### config.mk
export PLATFORM = sky130hd
export DESIGN_NAME = mdrop_uart
export DESIGN_NICKNAME = d
export VERILOG_FILES = /design/src/rtl/mdrop_pkg.sv /design/src/rtl/mdrop_tx.sv /design/src/rtl/mdrop_rx.sv /design/src/rtl/mdrop_fifo.sv /design/src/rtl/mdrop_uart.sv
export SDC_FILE = /design/constraint.sdc
export NUM_CORES = 1
export LEC_CHECK = 0
export ABC_AREA = 1
export ABC_CLOCK_PERIOD_IN_PS = 6700
export BUFFER_PORTS_ARGS = -buffer_cell sky130_fd_sc_hd__clkbuf_2
export CAP_MARGIN = 20
export CELL_PAD_IN_SITES_DETAIL_PLACEMENT = 1
export CELL_PAD_IN_SITES_GLOBAL_PLACEMENT = 1
export CORE_UTILIZATION = 45
export CTS_BUF_LIST = sky130_fd_sc_hd__clkbuf_8
export DETAILED_ROUTE_END_ITERATION = 10
export PLACE_DENSITY = 0.86
export SETUP_SLACK_MARGIN = 0.5
export SKIP_CTS_REPAIR_TIMING = 1
export SYNTH_ARGS = -nofsm -noshare
export SYNTH_HDL_FRONTEND = slang
export SYNTH_HIERARCHICAL = 1
export SYNTH_SLANG_ARGS = --single-unit
### constraint.sdc
create_clock -name clk -period 6.7 [get_ports clk]
set_input_delay 0.67 -clock clk [delete_from_list [all_inputs] [get_ports clk]]
set_output_delay 0.67 -clock clk [all_outputs]
set_load 0.005 [all_outputs]
### src/rtl/mdrop_pkg.sv
package mdrop_pkg;
  localparam int unsigned CHAR_W  = 8;
  localparam int unsigned FRAME_W = 12;

  typedef enum logic [2:0] {
    RX_IDLE, RX_START, RX_DATA, RX_FLAG, RX_STOP
  } rx_state_t;

  function automatic int unsigned data_len(input logic [1:0] code);
    return 5 + int'(code);
  endfunction
endpackage

### src/rtl/mdrop_tx.sv
module mdrop_tx
  import mdrop_pkg::*;
#(
  parameter int unsigned OS_RATE = 16
) (
  input  logic              clk,
  input  logic              rst,
  input  logic              os_tick,
  input  logic              load,
  input  logic [CHAR_W-1:0] data,
  input  logic [1:0]        len_code,
  input  logic              md_on,
  input  logic              flag_val,
  input  logic              two_stop,
  output logic              busy,
  output logic              line
);
  localparam int unsigned CW = $clog2(OS_RATE);

  logic [FRAME_W-1:0] frame;
  logic [FRAME_W-1:0] shreg;
  logic [3:0]         left;
  logic [3:0]         total;
  logic [CW-1:0]      cnt;

  always_comb begin
    int unsigned n;
    n = data_len(len_code);
    frame = '1;
    frame[0] = 1'b0;
    for (int i = 0; i < int'(CHAR_W); i++)
      if (i < int'(n)) frame[1+i] = data[i];
    if (md_on) frame[1+n] = flag_val;
    total = 4'(1 + n + (md_on ? 1 : 0) + 1 + (two_stop ? 1 : 0));
  end

  always_ff @(posedge clk) begin
    if (rst) begin
      busy  <= 1'b0;
      line  <= 1'b1;
      shreg <= '1;
      left  <= '0;
      cnt   <= '0;
    end else if (!busy) begin
      if (load) begin
        busy  <= 1'b1;
        line  <= frame[0];
        shreg <= {1'b1, frame[FRAME_W-1:1]};
        left  <= total - 4'd1;
        cnt   <= '0;
      end
    end else if (os_tick) begin
      if (cnt == CW'(OS_RATE-1)) begin
        cnt <= '0;
        if (left == 4'd0) begin
          busy <= 1'b0;
          line <= 1'b1;
        end else begin
          line  <= shreg[0];
          shreg <= {1'b1, shreg[FRAME_W-1:1]};
          left  <= left - 4'd1;
        end
      end else begin
        cnt <= cnt + 1'b1;
      end
    end
  end
endmodule

### src/rtl/mdrop_rx.sv
module mdrop_rx
  import mdrop_pkg::*;
#(
  parameter int unsigned OS_RATE = 16
) (
  input  logic            clk,
  input  logic            rst,
  input  logic            os_tick,
  input  logic            line,
  input  logic [1:0]      len_code,
  input  logic            md_on,
  input  logic            rx_en,
  input  logic            q_full,
  output logic            push,
  output logic            ovr_set,
  output logic [CHAR_W:0] word
);
  localparam int unsigned CW = $clog2(OS_RATE);

  rx_state_t         st;
  logic              s1, s2;
  logic [CW-1:0]     cnt;
  logic [3:0]        bidx;
  logic [CHAR_W-1:0] sh;
  logic              flag;
  logic [3:0]        nbits;
  logic              at_mid;
  logic              accept;
  logic              done;

  assign nbits  = 4'(data_len(len_code));
  assign at_mid = os_tick && (cnt == CW'(OS_RATE-1));
  assign accept = rx_en || (md_on && flag);
  assign done   = (st == RX_STOP) && at_mid;
  assign push    = done && accept && !q_full;
  assign ovr_set = done && accept && q_full;
  assign word    = {flag, sh >> (4'd8 - nbits)};

  always_ff @(posedge clk) begin
    if (rst) begin
      s1 <= 1'b1;
      s2 <= 1'b1;
    end else begin
      s1 <= line;
      s2 <= s1;
    end
  end

  always_ff @(posedge clk) begin
    if (rst) begin
      st   <= RX_IDLE;
      cnt  <= '0;
      bidx <= '0;
      sh   <= '0;
      flag <= 1'b0;
    end else if (os_tick) begin
      case (st)
        RX_IDLE: if (!s2) begin
          st   <= RX_START;
          cnt  <= '0;
          flag <= 1'b0;
          bidx <= '0;
        end
        RX_START: begin
          if (cnt == CW'(OS_RATE/2-1)) begin
            cnt <= '0;
            st  <= s2 ? RX_IDLE : RX_DATA;
          end else cnt <= cnt + 1'b1;
        end
        RX_DATA: begin
          if (at_mid) begin
            cnt  <= '0;
            sh   <= {s2, sh[CHAR_W-1:1]};
            bidx <= bidx + 4'd1;
            if (bidx == nbits - 4'd1) st <= md_on ? RX_FLAG : RX_STOP;
          end else cnt <= cnt + 1'b1;
        end
        RX_FLAG: begin
          if (at_mid) begin
            cnt  <= '0;
            flag <= s2;
            st   <= RX_STOP;
          end else cnt <= cnt + 1'b1;
        end
        RX_STOP: begin
          if (at_mid) begin
            cnt <= '0;
            st  <= RX_IDLE;
          end else cnt <= cnt + 1'b1;
        end
        default: st <= RX_IDLE;
      endcase
    end
  end
endmodule

### src/rtl/mdrop_fifo.sv
module mdrop_fifo #(
  parameter int unsigned WIDTH = 9,
  parameter int unsigned DEPTH = 4
) (
  input  logic             clk,
  input  logic             rst,
  input  logic             wr,
  input  logic [WIDTH-1:0] wdata,
  input  logic             rd,
  output logic [WIDTH-1:0] rdata,
  output logic             full,
  output logic             nonempty
);
  localparam int unsigned AW = $clog2(DEPTH);

  logic [WIDTH-1:0] mem [DEPTH];
  logic [AW-1:0]    wp, rp;
  logic [AW:0]      fill;
  logic             do_wr, do_rd;

  assign full     = (fill == (AW+1)'(DEPTH));
  assign nonempty = (fill != '0);
  assign do_wr    = wr && !full;
  assign do_rd    = rd && nonempty;
  assign rdata    = mem[rp];

  always_ff @(posedge clk) begin
    if (do_wr) mem[wp] <= wdata;
  end

  always_ff @(posedge clk) begin
    if (rst) begin
      wp   <= '0;
      rp   <= '0;
      fill <= '0;
    end else begin
      if (do_wr) wp <= (wp == AW'(DEPTH-1)) ? '0 : wp + 1'b1;
      if (do_rd) rp <= (rp == AW'(DEPTH-1)) ? '0 : rp + 1'b1;
      case ({do_wr, do_rd})
        2'b10:   fill <= fill + 1'b1;
        2'b01:   fill <= fill - 1'b1;
        default: fill <= fill;
      endcase
    end
  end
endmodule

### src/rtl/mdrop_uart.sv
module mdrop_uart
  import mdrop_pkg::*;
#(
  parameter int unsigned OS_RATE    = 16,
  parameter int unsigned FIFO_DEPTH = 4
) (
  input  logic              clk,
  input  logic              rst,
  input  logic              os_tick,
  input  logic [4:0]        mode_cfg,
  input  logic              stop_two,
  input  logic              rx_enable,
  input  logic              irq_enable,
  input  logic [CHAR_W-1:0] tx_data,
  input  logic              tx_load,
  output logic              tx_busy,
  output logic              tx_line,
  input  logic              rx_line,
  input  logic              rx_pop,
  output logic              rx_rdy,
  output logic [CHAR_W-1:0] rx_data,
  output logic              rx_addr_flag,
  output logic              overrun,
  output logic              irq
);
  logic            md_on;
  logic            push, ovr_set, q_full;
  logic [CHAR_W:0] rx_word, q_out;

  assign md_on = (mode_cfg[4:3] == 2'b11);

  mdrop_tx #(.OS_RATE(OS_RATE)) u_tx (
    .clk(clk), .rst(rst), .os_tick(os_tick), .load(tx_load), .data(tx_data),
    .len_code(mode_cfg[1:0]), .md_on(md_on), .flag_val(mode_cfg[2]),
    .two_stop(stop_two), .busy(tx_busy), .line(tx_line)
  );

  mdrop_rx #(.OS_RATE(OS_RATE)) u_rx (
    .clk(clk), .rst(rst), .os_tick(os_tick), .line(rx_line),
    .len_code(mode_cfg[1:0]), .md_on(md_on), .rx_en(rx_enable),
    .q_full(q_full), .push(push), .ovr_set(ovr_set), .word(rx_word)
  );

  mdrop_fifo #(.WIDTH(CHAR_W+1), .DEPTH(FIFO_DEPTH)) u_q (
    .clk(clk), .rst(rst), .wr(push), .wdata(rx_word), .rd(rx_pop),
    .rdata(q_out), .full(q_full), .nonempty(rx_rdy)
  );

  assign rx_data      = q_out[CHAR_W-1:0];
  assign rx_addr_flag = q_out[CHAR_W];
  assign irq          = irq_enable && rx_rdy;

  always_ff @(posedge clk) begin
    if (rst)          overrun <= 1'b0;
    else if (ovr_set) overrun <= 1'b1;
  end
endmodule

Word-level counts from Yosys, hierarchy flattened. Memories as Yosys holds them, arrays and structs flattened. A register that Yosys moved wholly into a read port is not among the register bits. Cells that the tools add are included.

Bits in registers: 52. Latch bits: 0. Memory bits (writable): 36. ROM bits: 0. Input bits: 22. Output and inout port bits: 14. Word-level logic and storage cells: 159. Memories: 1.

Add/sub/neg operators: 16. Multipliers: 0. Div/mod/pow operators: 0. Magnitude comparators: 10. Equal/unequal tests: 23. Shift-type cells: 1. Mux-type cells: 63. Bitwise operators: 0. Reduce and logical (&&, ||, !) cells: 29.

Memories: u_q.mem (words 4, width 9, read ports 1, clocked after memory_dff 1, wr ports 1, line mdrop_fifo.sv:16) `logic [WIDTH-1:0] mem [DEPTH];`.

Operators by type and width (number): $lt A4 B32 Y1 const A (4); $mux W12 (6); $lt A3 B32 Y1 const A (2); $mux W4 (13); $ge A32 B1 Y1 const B (1); $lt A1 B32 Y1 const A (1); $lt A2 B32 Y1 const A (1); $lt A32 B5 Y1 const B (1); $mux W1 (25); $mux W3 (7); $add A4 B1 Y4 const B (4); $pmux W3 S5 (1); $bwmux W12 (1); $pmux W4 S3 (1); $reduce_and A4 Y1 (3); $sub A4 B1 Y4 const B (3); $logic_and A1 B1 Y1 (10); $mux W2 (5); $ne A2 B1 Y1 const B (5); $reduce_and A3 Y1 (3); $add A4 B4 Y4 (2); $eq A2 B2 Y1 const B (4); $eq A4 B4 Y1 const B (2); $ne A2 B2 Y1 const B (4); 26 further kinds (33).

Depth between registers and ports, before layout. Gate-level depths: netlist of the first run.

Depth in word-level cells: 10. Gate-level depth with buffers: 17. Depth with buffers taken out: 17.

Modules after synthesis. The synthesis of the first run kept the hierarchy.

By module, submodules not included: mdrop_fifo (times used 1, cells each 157, area each 1866.8 um2, seq. area each 1261.2 um2); mdrop_rx (times used 1, cells each 221, area each 1462.7 um2, seq. area each 440.4 um2); mdrop_tx (times used 1, cells each 209, area each 1415.1 um2, seq. area each 420.4 um2); mdrop_uart (times used 1, cells each 7, area each 42.5 um2, seq. area each 20.0 um2).

Worst setup path before layout of the first run. OpenSTA, ideal clock, no wires.

Kind: input port to flip-flop. Start point: in mode_cfg[3]. End point: reg u_q.fill[1]. Library setup time: 70 ps. Arrival: 2290 ps. Data required time: 6630 ps. Path slack: 4340 ps. Cell stages on the path: 10. Path buffers: 0. Cells stage by stage: nand2_1 > inv_1 > a21oi_1 > nand3b_1 > nor2_1 > nand2_4 > ha_1 > inv_1 > fa_1 > a21oi_1.

Longest elaborated chain between the ends: 8. Elaborated cells between the ends (all ways): 10. Classes of those cells: 3 x eq/ne; 1 x mux; 6 x reduce/logical.

RTL lines: start: declaration (line mdrop_uart.sv:10) `input logic [4:0] mode_cfg,`; $eq A2 B2 Y1 (*) (line mdrop_uart.sv:30) `assign md_on = (mode_cfg[4:3] == 2'b11);`; net md_on (line mdrop_uart.sv:26) `logic md_on;`; $logic_and A1 B1 Y1 (*) (line mdrop_rx.sv:33) `assign accept = rx_en || (md_on && flag);`; $logic_or A1 B1 Y1 (*) (line mdrop_rx.sv:33); $logic_and A1 B1 Y1 (*) (2 in series) (line mdrop_rx.sv:35) `assign push = done && accept && !q_full;`; net push (line mdrop_uart.sv:27) `logic push, ovr_set, q_full;`; $logic_and A1 B1 Y1 (*) (line mdrop_fifo.sv:23) `assign do_wr = wr && !full;`; $eq A2 B1 Y1 / $eq A2 B2 Y1 (equally long branches) (line mdrop_fifo.sv:39) `case ({do_wr, do_rd})`; $pmux W3 S2 / $reduce_bool A2 Y1 (equally long branches); end signal: assignment (line mdrop_fifo.sv:40) `2'b10: fill <= fill + 1'b1;`; end signal: assignment (line mdrop_fifo.sv:41) `2'b01: fill <= fill - 1'b1;`; end signal: assignment (line mdrop_fifo.sv:42) `default: fill <= fill;`; end: declaration (line mdrop_fifo.sv:18) `logic [AW:0] fill;`.

The timed path passes the listed nets; every way through them passes the cells marked *. A chain may end at the register's enable or synchronous reset.

Final worst setup path of the first run.
Start point: reg u_rx.cnt[0]. End point: mem u_q.mem[1][7], enable pin.

Longest elaborated chain between the ends: 8.

RTL lines: start: declaration (line mdrop_rx.sv:22) `logic [CW-1:0] cnt;`; start signal: assignment (line mdrop_rx.sv:68) `end else cnt <= cnt + 1'b1;`; start signal: assignment (line mdrop_rx.sv:76) `end else cnt <= cnt + 1'b1;`; start signal: assignment (line mdrop_rx.sv:83) `end else cnt <= cnt + 1'b1;`; $eq A4 B4 Y1 (line mdrop_rx.sv:32) `assign at_mid = os_tick && (cnt == CW'(OS_RATE-1));`; $logic_and A1 B1 Y1 (line mdrop_rx.sv:32); $logic_and A1 B1 Y1 (line mdrop_rx.sv:34) `assign done = (st == RX_STOP) && at_mid;`; $logic_and A1 B1 Y1 (2 in series) (line mdrop_rx.sv:35); net push (line mdrop_uart.sv:27); $logic_and A1 B1 Y1 (line mdrop_fifo.sv:23); $mux W1 (line mdrop_fifo.sv:28) `if (do_wr) mem[wp] <= wdata;`; $mux W1 (implied by the code) (line mdrop_fifo.sv:28); end: declaration (line mdrop_fifo.sv:16).

The timed path passes the listed nets, and every way through them passes these cells.

==> results of run 1 <==
## stage by stage
stage          hold slack, ns  instances  worst slack [ns]
4_1_cts                0.4274        765             4.039
3_5_place_dp           0.4020        749             3.862
3_3_place_gp           0.3980        749             4.014
5_1_grt                0.4434        765             3.853
6_report               0.4211        765             4.070
2_1_floorplan          0.3895        594             4.340
## cells in the mapped netlist, types with 2 or more instances
library cell	n	area, um2
sky130_fd_sc_hd__nand2_1	133	499.2
sky130_fd_sc_hd__nor2_1	77	289.0
sky130_fd_sc_hd__inv_1	64	240.2
sky130_fd_sc_hd__dfxtp_1	53	1061
sky130_fd_sc_hd__o21ai_0	40	200.2
sky130_fd_sc_hd__nand3_1	37	185.2
sky130_fd_sc_hd__edfxtp_1	36	1081
sky130_fd_sc_hd__a21oi_1	34	170.2
sky130_fd_sc_hd__ha_1	22	275.3
sky130_fd_sc_hd__o22ai_1	9	56.30
sky130_fd_sc_hd__nand2_2	7	43.79
sky130_fd_sc_hd__nand2_4	7	78.83
sky130_fd_sc_hd__buf_2	6	30.03
sky130_fd_sc_hd__buf_6	6	67.56
sky130_fd_sc_hd__o21ai_1	6	30.03
sky130_fd_sc_hd__inv_2	5	18.77
sky130_fd_sc_hd__nand4_1	5	31.28
sky130_fd_sc_hd__nor2_2	5	31.28
sky130_fd_sc_hd__nand3b_1	4	30.03
sky130_fd_sc_hd__nand3_2	3	30.03
sky130_fd_sc_hd__o21ai_2	3	26.28
sky130_fd_sc_hd__xor2_1	3	26.28
sky130_fd_sc_hd__a31oi_1	2	12.51
sky130_fd_sc_hd__fa_1	2	40.04
sky130_fd_sc_hd__inv_8	2	22.52
sky130_fd_sc_hd__nor2_4	2	22.52
sky130_fd_sc_hd__nor3_1	2	10.01
sky130_fd_sc_hd__or2_1	2	12.51
sky130_fd_sc_hd__or2_2	2	12.51
sky130_fd_sc_hd__xnor2_1	2	17.52
## flip-flops by register name, summed over array words and instances, names as in the netlist, named ones only
signal,cells
overrun,1
u_q/fill,3
u_q/mem,36
u_q/rp,2
u_q/wp,2
u_rx/bidx,4
u_rx/cnt,4
u_rx/flag,1
u_rx/s1,1
u_rx/s2,1
u_rx/sh,8
u_rx/st,3
u_tx/busy,1
u_tx/cnt,4
u_tx/left,4
u_tx/line,1
u_tx/shreg,11
## worst register-to-register path: stages (launching register included)
cell,delay [ns]
sky130_fd_sc_hd__dfxtp_1,0.38
sky130_fd_sc_hd__ha_1,0.21
sky130_fd_sc_hd__nand2_2,0.09
sky130_fd_sc_hd__inv_2,0.06
sky130_fd_sc_hd__nand3_1,0.17
sky130_fd_sc_hd__inv_2,0.16
sky130_fd_sc_hd__nand3b_1,0.13
sky130_fd_sc_hd__nor2_1,0.26
sky130_fd_sc_hd__nand2_4,0.12
sky130_fd_sc_hd__nor2_1,0.68
## cell usage in the layout (no fill, tap or decap), types with 6 or more instances in the layout
cell and count:
sky130_fd_sc_hd__a21oi_1 34, sky130_fd_sc_hd__o21ai_1 6, sky130_fd_sc_hd__nor2_1 77, sky130_fd_sc_hd__clkbuf_2 35, sky130_fd_sc_hd__nand3_1 37, sky130_fd_sc_hd__o21ai_0 40
sky130_fd_sc_hd__clkbuf_8 9, sky130_fd_sc_hd__nand2_1 133, sky130_fd_sc_hd__nand2_2 7, sky130_fd_sc_hd__dfxtp_1 53, sky130_fd_sc_hd__o22ai_1 9, sky130_fd_sc_hd__nand2_4 7
sky130_fd_sc_hd__ha_1 22, sky130_fd_sc_hd__edfxtp_1 36, sky130_fd_sc_hd__inv_1 65
## kinds of logic (layout without fill, tap and decap cells)
family	count (synthesis)	in the layout	share of synthesized area
xor gates and xnor gates	5	5	0.009150
AOI/OAI and AO/OA	99	99	0.1142
DFF	89	89	0.4475
adders and majority gates	24	24	0.06586
and+or+nand+nor	289	289	0.2757
buffers and inverters	88	123	0.08756
## path summary, 6_finish.rpt
path	to	slack (ns)
worst max register to register	u_q/mem[1][7]	4.07
worst max-delay path	u_q/mem[1][7]	4.07
worst min register to register	u_rx/s2	0.42
worst min-delay path	u_rx/s2	0.42
## layout make-up
class / instances / area, um2
Inverter: 72 / 287.8
Multi-Input combinational cell: 417 / 2226
Tap cell: 136 / 170.2
Sequential cell: 89 / 2142
Timing Repair Buffer: 35 / 175.2
Clock inverter: 7 / 47.55
Fill cell: 1299 / 5151
Clock buffer: 9 / 123.9
## report_power, final
group          internal (W)  switching, W
clock network      0.000135      0.000196
logic              0.000122      0.000234
registers          0.000591     0.0000388
total              0.000848      0.000468
## layer usage
layer | global-route usage | vias to the layer above | wire length, um
li1 | - | 1994 | -
met1 | 0.2806 | 1938 | 5320
met2 | 0.4172 | 52 | 6124
met3 | 0.02620 | 14 | 239
met4 | 0.09356 | 0 | 213
met5 | 0 | - | 0
==> results.md, run 1 <==
- The number of clock sinks is 89.
- For this design the top-level I/O count stands at 36.
- For this block, the initial DRC count from the detailed router was 190.
- The net count of the finished layout is 670.
- Counting instances, the worst hold path has a depth of 1.
- The via count is 3998.
- In this run the most critical hold path is launched from u_rx/s1.
- In this run the worst path has a maximum fanout of 9.
- For this block, the routed nets add up to 11900 um of wire.
- The cell area reported after detailed placement is 5001 um2.
- The number of input and output port buffers inserted is 35.
- The final count of negative-setup-slack endpoints is 0.
- The die covers 11050 um2.
- Clock tree synthesis inserted a total of 9 buffers.
- The routability congestion estimate is 0.7863.
- The fmax is 380.2 MHz.
- Of the synthesized area, sequential elements account for 0.4475.
- The worst setup path is of the reg -> reg kind.
- For this run, the leading register cell type out of synthesis is sky130_fd_sc_hd__dfxtp_1.
- The startpoint of the most critical setup path is u_rx/cnt[0].
- IR analysis of the VDD net gives a maximum drop of 0.1163 mV.
- The number of storage elements in the synthesis netlist is 89.
- On the final layout, the worst clock skew is 0.01263 ns.
- The total count of max-transition violations in the final report is 0.
- The initial antenna violation count was 0.
- Entering global routing, the biggest net connects 22 pins.
- The power density over the cells is 254.4 nW/um2.
- The number of antenna diodes in the final layout is 0.
- The die height is 105.1 um.
- The critical path depth is 9.
- Synthesis produced a netlist with a net count of 640.
- The post-synthesis to final-layout area growth is 8.050%.
- The completed layout was analyzed and its total power is 0.001316 W.
- The initial utilization of the core area, before any placement, comes to 0.4637.
- In this run the deepest clock path goes through 2 buffers.
- After detailed routing, the average wire length per cell comes to 15.55 um.
- The data required time at the worst endpoint is 6.68 ns.
- The unique cell type count in the Yosys netlist is 43.
- Setup repair after global routing left no endpoint under its margin.
- The flow ran to the end, and the final reports show no timing, DRC or antenna violations.
- The via count of the first global-routing pass is 4335.
- The worst hold path class is reg -> reg.
- The worst setup path is launched from a flip-flop.
- The slew of the pin with the lowest slew margin is 0.9030 ns.
- STA classifies the critical path endpoint as a flip-flop.
- Clock-pin slew was measured on the worst setup and hold paths at 0.09 ns.
- The DRC violations left is 0.
- TritonCTS built the clock tree.
- The cell family contributing the most delay on the critical path is simple AND/OR/NAND/NOR gates.
- Row generation in the floorplan step produced 37 rows.
- The final setup TNS is 0 ns.
- The wire length of the first global-routing pass is 20420 um.
- The worst path in the final design needs a cycle of 2.630 ns, including I/O delays and setup.
- Synthesis produced 594 cells.
- In the synthesized netlist the async set-or-reset flop fraction comes to 0.
- The utilization after layout is 0.5010.
- The final hold violation count is 0.
- The leakage dissipation is 2.287 nW.
- The clock tree root buffer cell is sky130_fd_sc_hd__clkbuf_8.
- The total global routing overflow is 0.
- The tightest slew margin relative to the limit is 0.3972.
- In this run the critical register-to-register path is launched from u_rx/cnt[0].
- In this design, the stage delay of the slowest critical-path cell is 0.68 ns.
- The maximum level of the CTS H-tree is 3.
- The post-route antenna net violation count is 0.
- The signal on the critical path passes through ha_1 > nand2_2 > inv_2 > nand3_1 > inv_2 > nand3b_1 > nor2_1 > nand2_4 > nor2_1.
- The number of synthesis warnings is 6.
- The mean area per synthesized cell is 8.059 um2.
- Of the cells placed in the final design, the portion with a size suffix greater than 1 is 0.1447.
- The chip width is 105.1 um.
- The via density per instance is 5.226.
- The synthesized netlist occupies a cell area of 4787 um2.
- For this design, the slowest cell found on the critical path is sky130_fd_sc_hd__nor2_1.
- The region available for standard cell placement spans 10320 um2.
- The HPWL after detailed placement is 9031 um.
- The data arrival time of the critical path is 2.61 ns.
- With fillers left out, the area of the finished cells amounts to 5172 um2.
- The number of enable-type register cells in the synthesized netlist is 36.
- The max-cap violation count is 0.
- Dividing the final minimum period by the clock period gives 0.3925.
- The buffers plus inverters on the worst setup path is 2.
- The clock latency at the later pin of the worst-skew pair is 0.36 ns.
- The number of cells on the worst reg-to-reg path is 9.
- The global router's overall resource usage is 0.2317.
- The number of iterations in the first detailed-routing pass is 5.
No activity file was read; power rests on OpenSTA's default activity.
==> run 2: changes to the inputs <==
Settings changed: ABC_CLOCK_PERIOD_IN_PS 6700 to 2400, CORE_UTILIZATION 45 to 42, PLACE_DENSITY 0.86 to 0.85.
Clock period 6.7 ns to 2.4 ns, I/O delays scaled along.
==> run 2 against run 1 <==
First-iteration DRC count is 2.6% higher. Die area is 7.0% higher. Clock power grew to 3.4 times the previous value. Critical path depth is 3 higher. Sequential power grew to 2.8 times the previous value. Power grew to 3.0 times the previous value. Non-clock buffer count is 22 higher. Register-to-register slack worse by 3.8 ns. Largest cell class unchanged.
==> results.md, run 2 (synthesis results as in run 1) <==
- The run finished with clean final reports.
- The final setup TNS is 0 ns (unchanged).
- Counting flops per register, the top entry is u_q/mem.
- The final clock skew is 0.01343 ns (+0.0007998 ns).
- The area of the die is 11830 um2 (+7.0%).
- The slew of the pin with the lowest slew margin was 0.5877 ns (-0.3153 ns).
- The maximum fanout along the worst path is 4 (-5).
- The maximum number of buffers from clock root to sink is 2 (unchanged).
- The clock tree root buffer cell is sky130_fd_sc_hd__clkbuf_8.
- The area of the core is 10980 um2 (+6.4%).
- The area of all placed cells without fillers is 5538 um2 (+7.1%).
- The global router's overall resource usage is 0.2079 (-0.02385).
- The data arrival time of the critical path is 2.41 ns (-0.20 ns).
- The largest registers in the layout are u_q/mem x36, u_tx/shreg x11, u_rx/sh x8.
- The critical path startpoint category is a flip-flop.
- The post-route worst hold slack is 0.04951 ns (-0.3716 ns).
- The leakage dissipation was 2.438 nW (+6.6%).
- The total area of sequential cells was 2152 um2 (+0.47%).
- The starting density of the core was 0.4359 (-0.02784).
- The fmax is 473.2 MHz (+24%).
- The DRC marker count from the first detailed-route iteration is 195 (+2.6%).
- The via density per instance is 5.205 (-0.41%).
- The utilization after layout is 0.5042 (+0.003185).
- The number of CTS-inserted buffers is 9 (unchanged).
- The final period demand of the worst path is 2.113 ns (-0.5167 ns).
- STA classifies the critical path endpoint as a flip-flop.
- The number of iterations in the first detailed-routing pass is 4 (-1).
- The register clock-pin slew on the reported worst setup and hold paths is 0.09 ns (about the same).
- The maximum level of the CTS H-tree came to 3 (unchanged).
- The TritonCTS clock tree is done.
- The via count of the first global-routing pass is 4153 (-4.2%).
- The flip-flop count of the largest register after layout is 36 (unchanged).
- Compared with the post-synthesis result, the final layout area differs by 15.68%.
- The fraction of layout instances using a drive strength above 1 is 0.2058 (+0.06116).
- The total count of max-transition violations in the final report came to 0 (unchanged).
- The largest voltage drop on the vdd net is 0.4374 mV (+280%).
- Leaving out fill and tap cells, the most frequent cell in the layout is sky130_fd_sc_hd__nand2_1.
- The number of clock sinks was 89 (unchanged).
- The final count of negative-setup-slack endpoints is 0 (unchanged).
- Setup repair after global routing could not meet its margin everywhere.
- Leaving out fill and tap cells, the most frequent cells in the layout are sky130_fd_sc_hd__nand2_1, sky130_fd_sc_hd__nor2_1, sky130_fd_sc_hd__inv_1, sky130_fd_sc_hd__dfxtp_1, sky130_fd_sc_hd__o21ai_0.
- The routed length per placed instance is 15.54 um (-0.10%).
- The DRC violations left is 0 (unchanged).
- The largest net degree at the start of global routing is 21 (-4.5%).
- The max-cap violation count is 0 (unchanged).
- The final hold violation count came to 0 (unchanged).
- The via count is 4117 (+3.0%).
- The number of input and output port buffers inserted is 35 (unchanged).
- The number of top-level pins is 36 (unchanged).
- The wire length of the first global-routing pass came to 19100 um (-6.5%).
- The die height was 108.8 um (+3.4%).
- The count of standard-cell rows is 38 (+2.7%).
- The tightest slew margin relative to the limit is 0.6046 (+0.2074).
- The total global routing overflow is 0 (unchanged).
- The count of inserted antenna diode cells came to 0 (unchanged).
- The portion of the clock cycle consumed by the worst path in the final layout is 0.8806 (+0.4880).
- The routed wire length is 12290 um (+3.3%).
- The post-route antenna net violation count is 0 (unchanged).
- The clock latency at the later pin of the worst-skew pair is 0.37 ns (about the same).
- The cell area reported after detailed placement was 5109 um2 (+2.2%).
- The worst hold path class is in -> reg.
- The data required time at the worst endpoint came to 2.70 ns (-3.98 ns).
- The total area of multi-input combinational cells is 2325 um2 (+4.4%).
- The final cell count without fillers was 791 (+3.4%).
- The power density over the cells is 714.3 nW/um2 (+180%).
- The number of placed instances, taps included is 762 (+1.7%).
- The routability congestion estimate is 0.8185 (+4.1%).
- The chip width was 108.8 um (+3.4%).
- The final net count is 692 (+3.3%).
- The initial antenna violation count is 0 (unchanged).
- The setup slack on the worst flop-to-flop path is 0.29 ns (-3.78 ns).
- The HPWL after detailed placement is 8572 um (-5.1%).
- The critical path class is reg -> reg.
- The layout filler cell count is 1338 (+3.0%).
[run 2: cell count changes in the layout (fill, tap and decap cells not counted), sizes merged]
cell,before,now
buf,0,22
bufinv,0,2
inv,75,74
clkinv,2,1
[run 2: path summary, 6_finish.rpt]
check         startpoint          end  depth (start not counted)
min reg2reg      u_rx/s1      u_rx/s2                          1
max          u_rx/cnt[0]  u_q/fill[1]                         12
max reg2reg  u_rx/cnt[0]  u_q/fill[1]                         12
min              rx_line      u_rx/s1                          2
[run 2: area by class of cell]
cell class | instances | area share
multi-input cells | 417 | 0.4198
flip-flops and latches | 89 | 0.3886
repair buffers | 57 | 0.06688
inverters | 72 | 0.05332
well taps | 140 | 0.03163
clock buffers | 9 | 0.02237
clock inverters | 7 | 0.01740
[run 2: where the power goes]
group          switching (W)  internal [W]  leakage, nW  total (W)
registers           0.000110       0.00165        0.780    0.00176
clock network       0.000557      0.000588        0.107    0.00114
logic               0.000679      0.000369         1.55    0.00105
total                0.00135       0.00261         2.44    0.00396
[run 2: stage by stage]
stage / total power [W] / worst slack, ns
final: 0.003956 / 0.2867
after global placement: 0.002739 / 0.3551
after detailed placement: 0.002803 / 0.2153
after floorplan: 0.002537 / 0.4335
after CTS: 0.003963 / 0.1621
after global routing: 0.004198 / 0.2018
[run 2: critical path: stages, from the launching register on]
cell and delay (ns):
sky130_fd_sc_hd__dfxtp_4 0.38, sky130_fd_sc_hd__ha_4 0.15, sky130_fd_sc_hd__nand2_4 0.06, sky130_fd_sc_hd__inv_4 0.07
sky130_fd_sc_hd__nand3_4 0.08, sky130_fd_sc_hd__inv_4 0.09, sky130_fd_sc_hd__nand3b_1 0.14, sky130_fd_sc_hd__nor2_4 0.16
sky130_fd_sc_hd__nand2_4 0.09, sky130_fd_sc_hd__ha_4 0.18, sky130_fd_sc_hd__inv_4 0.07, sky130_fd_sc_hd__fa_2 0.44
sky130_fd_sc_hd__a21oi_2 0.15
[run 2: routing by layer]
metal	GRT usage	up-vias	wire (um)
met5	0	-	0
met3	0.02750	24	349
met4	0.09363	0	295
li1	-	2039	-
met1	0.2470	1981	5255
met2	0.3721	73	6387
==> run 3: changes to the inputs <==
Settings changed: ABC_AREA 1 to default, ABC_CLOCK_PERIOD_IN_PS 2400 to 2550, CORE_UTILIZATION 42 to 54, PLACE_DENSITY 0.85 to 0.95.
Clock period 2.4 ns to 2.55 ns, I/O delays scaled along.
==> run 3 against run 2 <==
First-iteration DRC count fell by 6.7%. Sequential share of layout area up 2.3 points. Critical path depth decreased by 1. Critical endpoint is now u_q/fill[2]. Largest cell class unchanged. Clock skew up 0.00068 ns. Flip-flop and latch count is the same. Largest power group unchanged. Final area decreased by 5.2%. Worst setup slack worse by 0.092 ns. Global-route usage increased by 8.3 points. Register-to-register slack lost 0.09 ns.
==> results.md, run 3 <==
- The routed length per placed instance came to 21.27 um (+37%).
- The area of the die came to 8897 um2 (-25%).
- The power density over the cells came to 549.3 nW/um2 (-23%).
- The data arrival time of the critical path is 2.65 ns (+0.24 ns).
- The count of standard-cell rows was 33 (-13%).
- The number of input and output port buffers inserted is 35 (unchanged).
- The maximum fanout along the worst path came to 5 (+1).
- The worst setup slack after placement is 0.1300 ns (-0.08527 ns).
- The commonest cells after synthesis are sky130_fd_sc_hd__dfxtp_1, sky130_fd_sc_hd__edfxtp_1, sky130_fd_sc_hd__nor2_1.
- The number of storage elements in the synthesis netlist is 89 (unchanged).
- The starting density of the core came to 0.5602 (+0.1244).
- The cell with the most instances on the worst path is sky130_fd_sc_hd__inv_2.
- The initial antenna violation count came to 0 (unchanged).
- The setup slack on the worst flop-to-flop path is 0.19 ns (-0.09 ns).
- The HPWL after detailed placement is 7890 um (-8.0%).
- The number of iterations in the first detailed-routing pass is 4 (unchanged).
- The total power draw is 0.002883 W (-27%).
- The fmax came to 424.6 MHz (-10%).
- The kind of cell adding the most delay to the critical path is simple AND/OR/NAND/NOR gates.
- The portion of the clock cycle consumed by the worst path in the final layout came to 0.9236 (+0.04309).
- The total count of max-transition violations in the final report is 0 (unchanged).
- The DRC marker count from the first detailed-route iteration is 182 (-6.7%).
- The via count was 3576 (-13%).
- The post-route worst hold slack is 0.06632 ns (+0.01681 ns).
- The worst setup path is launched from a flip-flop.
- The via density per instance is 6.208 (+19%).
- The number of clock sinks is 89 (unchanged).
- The number of enable-type register cells in the synthesized netlist was 36 (unchanged).
- Setup repair after global routing could not meet its margin everywhere.
- The clock latency at the later pin of the worst-skew pair was 0.37 ns (about the same).
- The critical path's largest stage delay was 0.43 ns (about the same).
- The mean area per synthesized cell is 10.91 um2 (+35%).
- TritonCTS built the clock tree.
- The largest voltage drop on the vdd net was 0.2496 mV (-43%).
- The post-route worst setup slack is 0.1947 ns (-0.09195 ns).
- The die height is 94.33 um (-13%).
- The data required time at the worst endpoint is 2.85 ns (+0.15 ns).
- The number of synthesis warnings is 6 (unchanged).
- The fraction of layout instances using a drive strength above 1 is 0.2739 (+0.06805).
- The number of CTS-inserted buffers came to 9 (unchanged).
- The unique cell type count in the Yosys netlist is 73 (+70%).
- Walking the worst path, the cells encountered are or3b_4 > inv_4 > nor4_4 > and2_4 > inv_2 > ha_4 > inv_2 > fa_2 > xor2_2 > or3_4 > a21oi_2.
- The final count of negative-setup-slack endpoints is 0 (unchanged).
- The final clock skew came to 0.01411 ns (+0.0006837 ns).
- The top cell type's share of synthesized area is 0.2348 (+0.009023).
- The run finished with clean final reports.
- The via count of the first global-routing pass is 3861 (-7.0%).
- The area of the mapped netlist is 4603 um2 (-3.8%).
- The fraction of the yosys area taken by sequential cells came to 0.4653 (+0.01788).
- The global router's overall resource usage is 0.2913 (+0.08346).
- The largest register by flop count is u_q/mem.
- The final net count came to 512 (-26%).
- The leading cell type in the layout, fill and taps excluded is sky130_fd_sc_hd__dfxtp_1.
- The maximum number of buffers from clock root to sink came to 2 (unchanged).
- The final period demand of the worst path came to 2.355 ns (+0.2420 ns).
- The tightest slew margin relative to the limit was 0.5360 (-0.06863).
- The register clock-pin slew on the reported worst setup and hold paths is 0.09 ns (about the same).
- The leakage dissipation came to 1.934 nW (-21%).
- The worst hold path class is in -> reg.
- The maximum level of the CTS H-tree is 3 (unchanged).
- The area of the core is 8217 um2 (-25%).
- The cell with the biggest individual delay on the critical path is sky130_fd_sc_hd__or3b_4.
- The max-cap violation count is 0 (unchanged).
- The top cell types in the final layout, fill and taps aside, are sky130_fd_sc_hd__dfxtp_1, sky130_fd_sc_hd__edfxtp_1, sky130_fd_sc_hd__clkbuf_2, sky130_fd_sc_hd__nor2_1.
- The worst setup path is captured at a flip-flop.
- The number of top-level pins is 36 (unchanged).
- The final hold violation count is 0 (unchanged).
- The critical path is of the reg -> reg type.
- The flip-flop count of the largest register after layout is 36 (unchanged).
- The total global routing overflow came to 0 (unchanged).
- The clock tree root buffer cell is sky130_fd_sc_hd__clkbuf_8.
- The most frequent cell after synthesis is sky130_fd_sc_hd__dfxtp_1.
- The wire length of the first global-routing pass came to 19510 um (+2.1%).
- The count of inserted antenna diode cells is 0 (unchanged).
- The slew of the pin with the lowest slew margin was 0.6937 ns (+0.1060 ns).
- The routability congestion estimate is 0.8023 (-2.0%).
- The DRC violations left is 0 (unchanged).
- The total nets after synthesis is 468 (-27%).
- The layout filler cell count is 876 (-35%).
- The routed wire length is 12250 um (-0.29%).
- The buffers plus inverters on the worst setup path is 3 (unchanged).
- Compared with the post-synthesis result, the final layout area differs by 14.03%.
- Ranked by total cell area, the synthesized netlist is headed by sky130_fd_sc_hd__edfxtp_1, sky130_fd_sc_hd__dfxtp_1, sky130_fd_sc_hd__ha_1.
- The final setup TNS is 0 ns (unchanged).
- The largest registers in the layout are u_q/mem x36, u_tx/shreg x11, u_rx/sh x8.
- The dominant register cell in the synthesized netlist is sky130_fd_sc_hd__dfxtp_1.
- The synthesized netlist cell count is 422 (-29%).
- The synthesized design spends more area on one cell type than any other, namely sky130_fd_sc_hd__edfxtp_1.
- The post-route antenna net violation count was 0 (unchanged).
- The chip width was 94.33 um (-13%).
- The largest net degree at the start of global routing is 29 (+38%).
- The share of synthesized flip-flops with an asynchronous set or reset is 0 (unchanged).
[run 3: cell types whose count changed after synthesis, moves of 6 or more]
cell,before,now
sky130_fd_sc_hd__a31oi_1,2,10
sky130_fd_sc_hd__nand2_1,133,20
sky130_fd_sc_hd__nand2_2,7,0
sky130_fd_sc_hd__nor2_1,77,32
sky130_fd_sc_hd__inv_1,64,21
sky130_fd_sc_hd__mux4_2,0,12
sky130_fd_sc_hd__nor3_1,2,17
sky130_fd_sc_hd__o21ai_0,40,13
sky130_fd_sc_hd__nand3_1,37,11
sky130_fd_sc_hd__a21oi_1,34,22
sky130_fd_sc_hd__mux2i_1,0,15
sky130_fd_sc_hd__nand2_4,7,1
sky130_fd_sc_hd__nor2b_1,0,10
[run 3: cells by family (layout without fill, tap and decap cells)]
logic type	Yosys count	in the layout	synth area share
AND/OR/NAND/NOR	135	135	0.1634
AO/OA/AOI/OAI	92	92	0.1419
flip-flops	89	89	0.4653
buffers and inverters	44	93	0.04702
multiplexers	30	30	0.09867
adder cells (fa/ha/maj)	24	24	0.06850
XOR/XNOR	8	8	0.01522
[run 3: layer usage]
layer,global-route usage,vias up,share of wire
met2,0.5163,89,0.53
met4,0.1359,0,0.027
met5,0,-,0
met1,0.3339,1804,0.41
li1,-,1651,-
met3,0.06149,32,0.033
[run 3: path summary, 6_finish.rpt]
check,start,endpoint,depth (start not counted)
min reg2reg,u_rx/s1,u_rx/s2,1
max reg2reg,u_q/fill[1],u_q/fill[2],11
max,u_q/fill[1],u_q/fill[2],11
min,rx_line,u_rx/s1,2
[run 3: power by group]
| part | switching (W) | internal (W) |
|---|---|---|
| Combinational | 0.000173 | 0.000114 |
| Clock | 0.000531 | 0.000554 |
| Sequential | 0.0000204 | 0.00149 |
[run 3: cell type report]
type | count | area, um2 | area share
tap | 105 | 131.4 | 0.02503
inverter | 22 | 85.08 | 0.01621
sequential | 89 | 2161 | 0.4117
clock inverter | 7 | 93.84 | 0.01788
timing repair buffer | 55 | 325.3 | 0.06198
clock buffer | 9 | 123.9 | 0.02360
multi-input combinational | 289 | 2328 | 0.4436
[run 3: through the flow]
| stage | util | std cells | instance area, um2 |
|---|---|---|---|
| 2_1_floorplan | - | 422 | 4657 |
| 3_3_place_gp | 0.5997 | 553 | 4927 |
| 3_5_place_dp | 0.5997 | 553 | 4927 |
| 4_1_cts | 0.6262 | 569 | 5145 |
| 5_1_grt | 0.6388 | 576 | 5249 |
| 6_report | 0.6388 | 576 | 5249 |
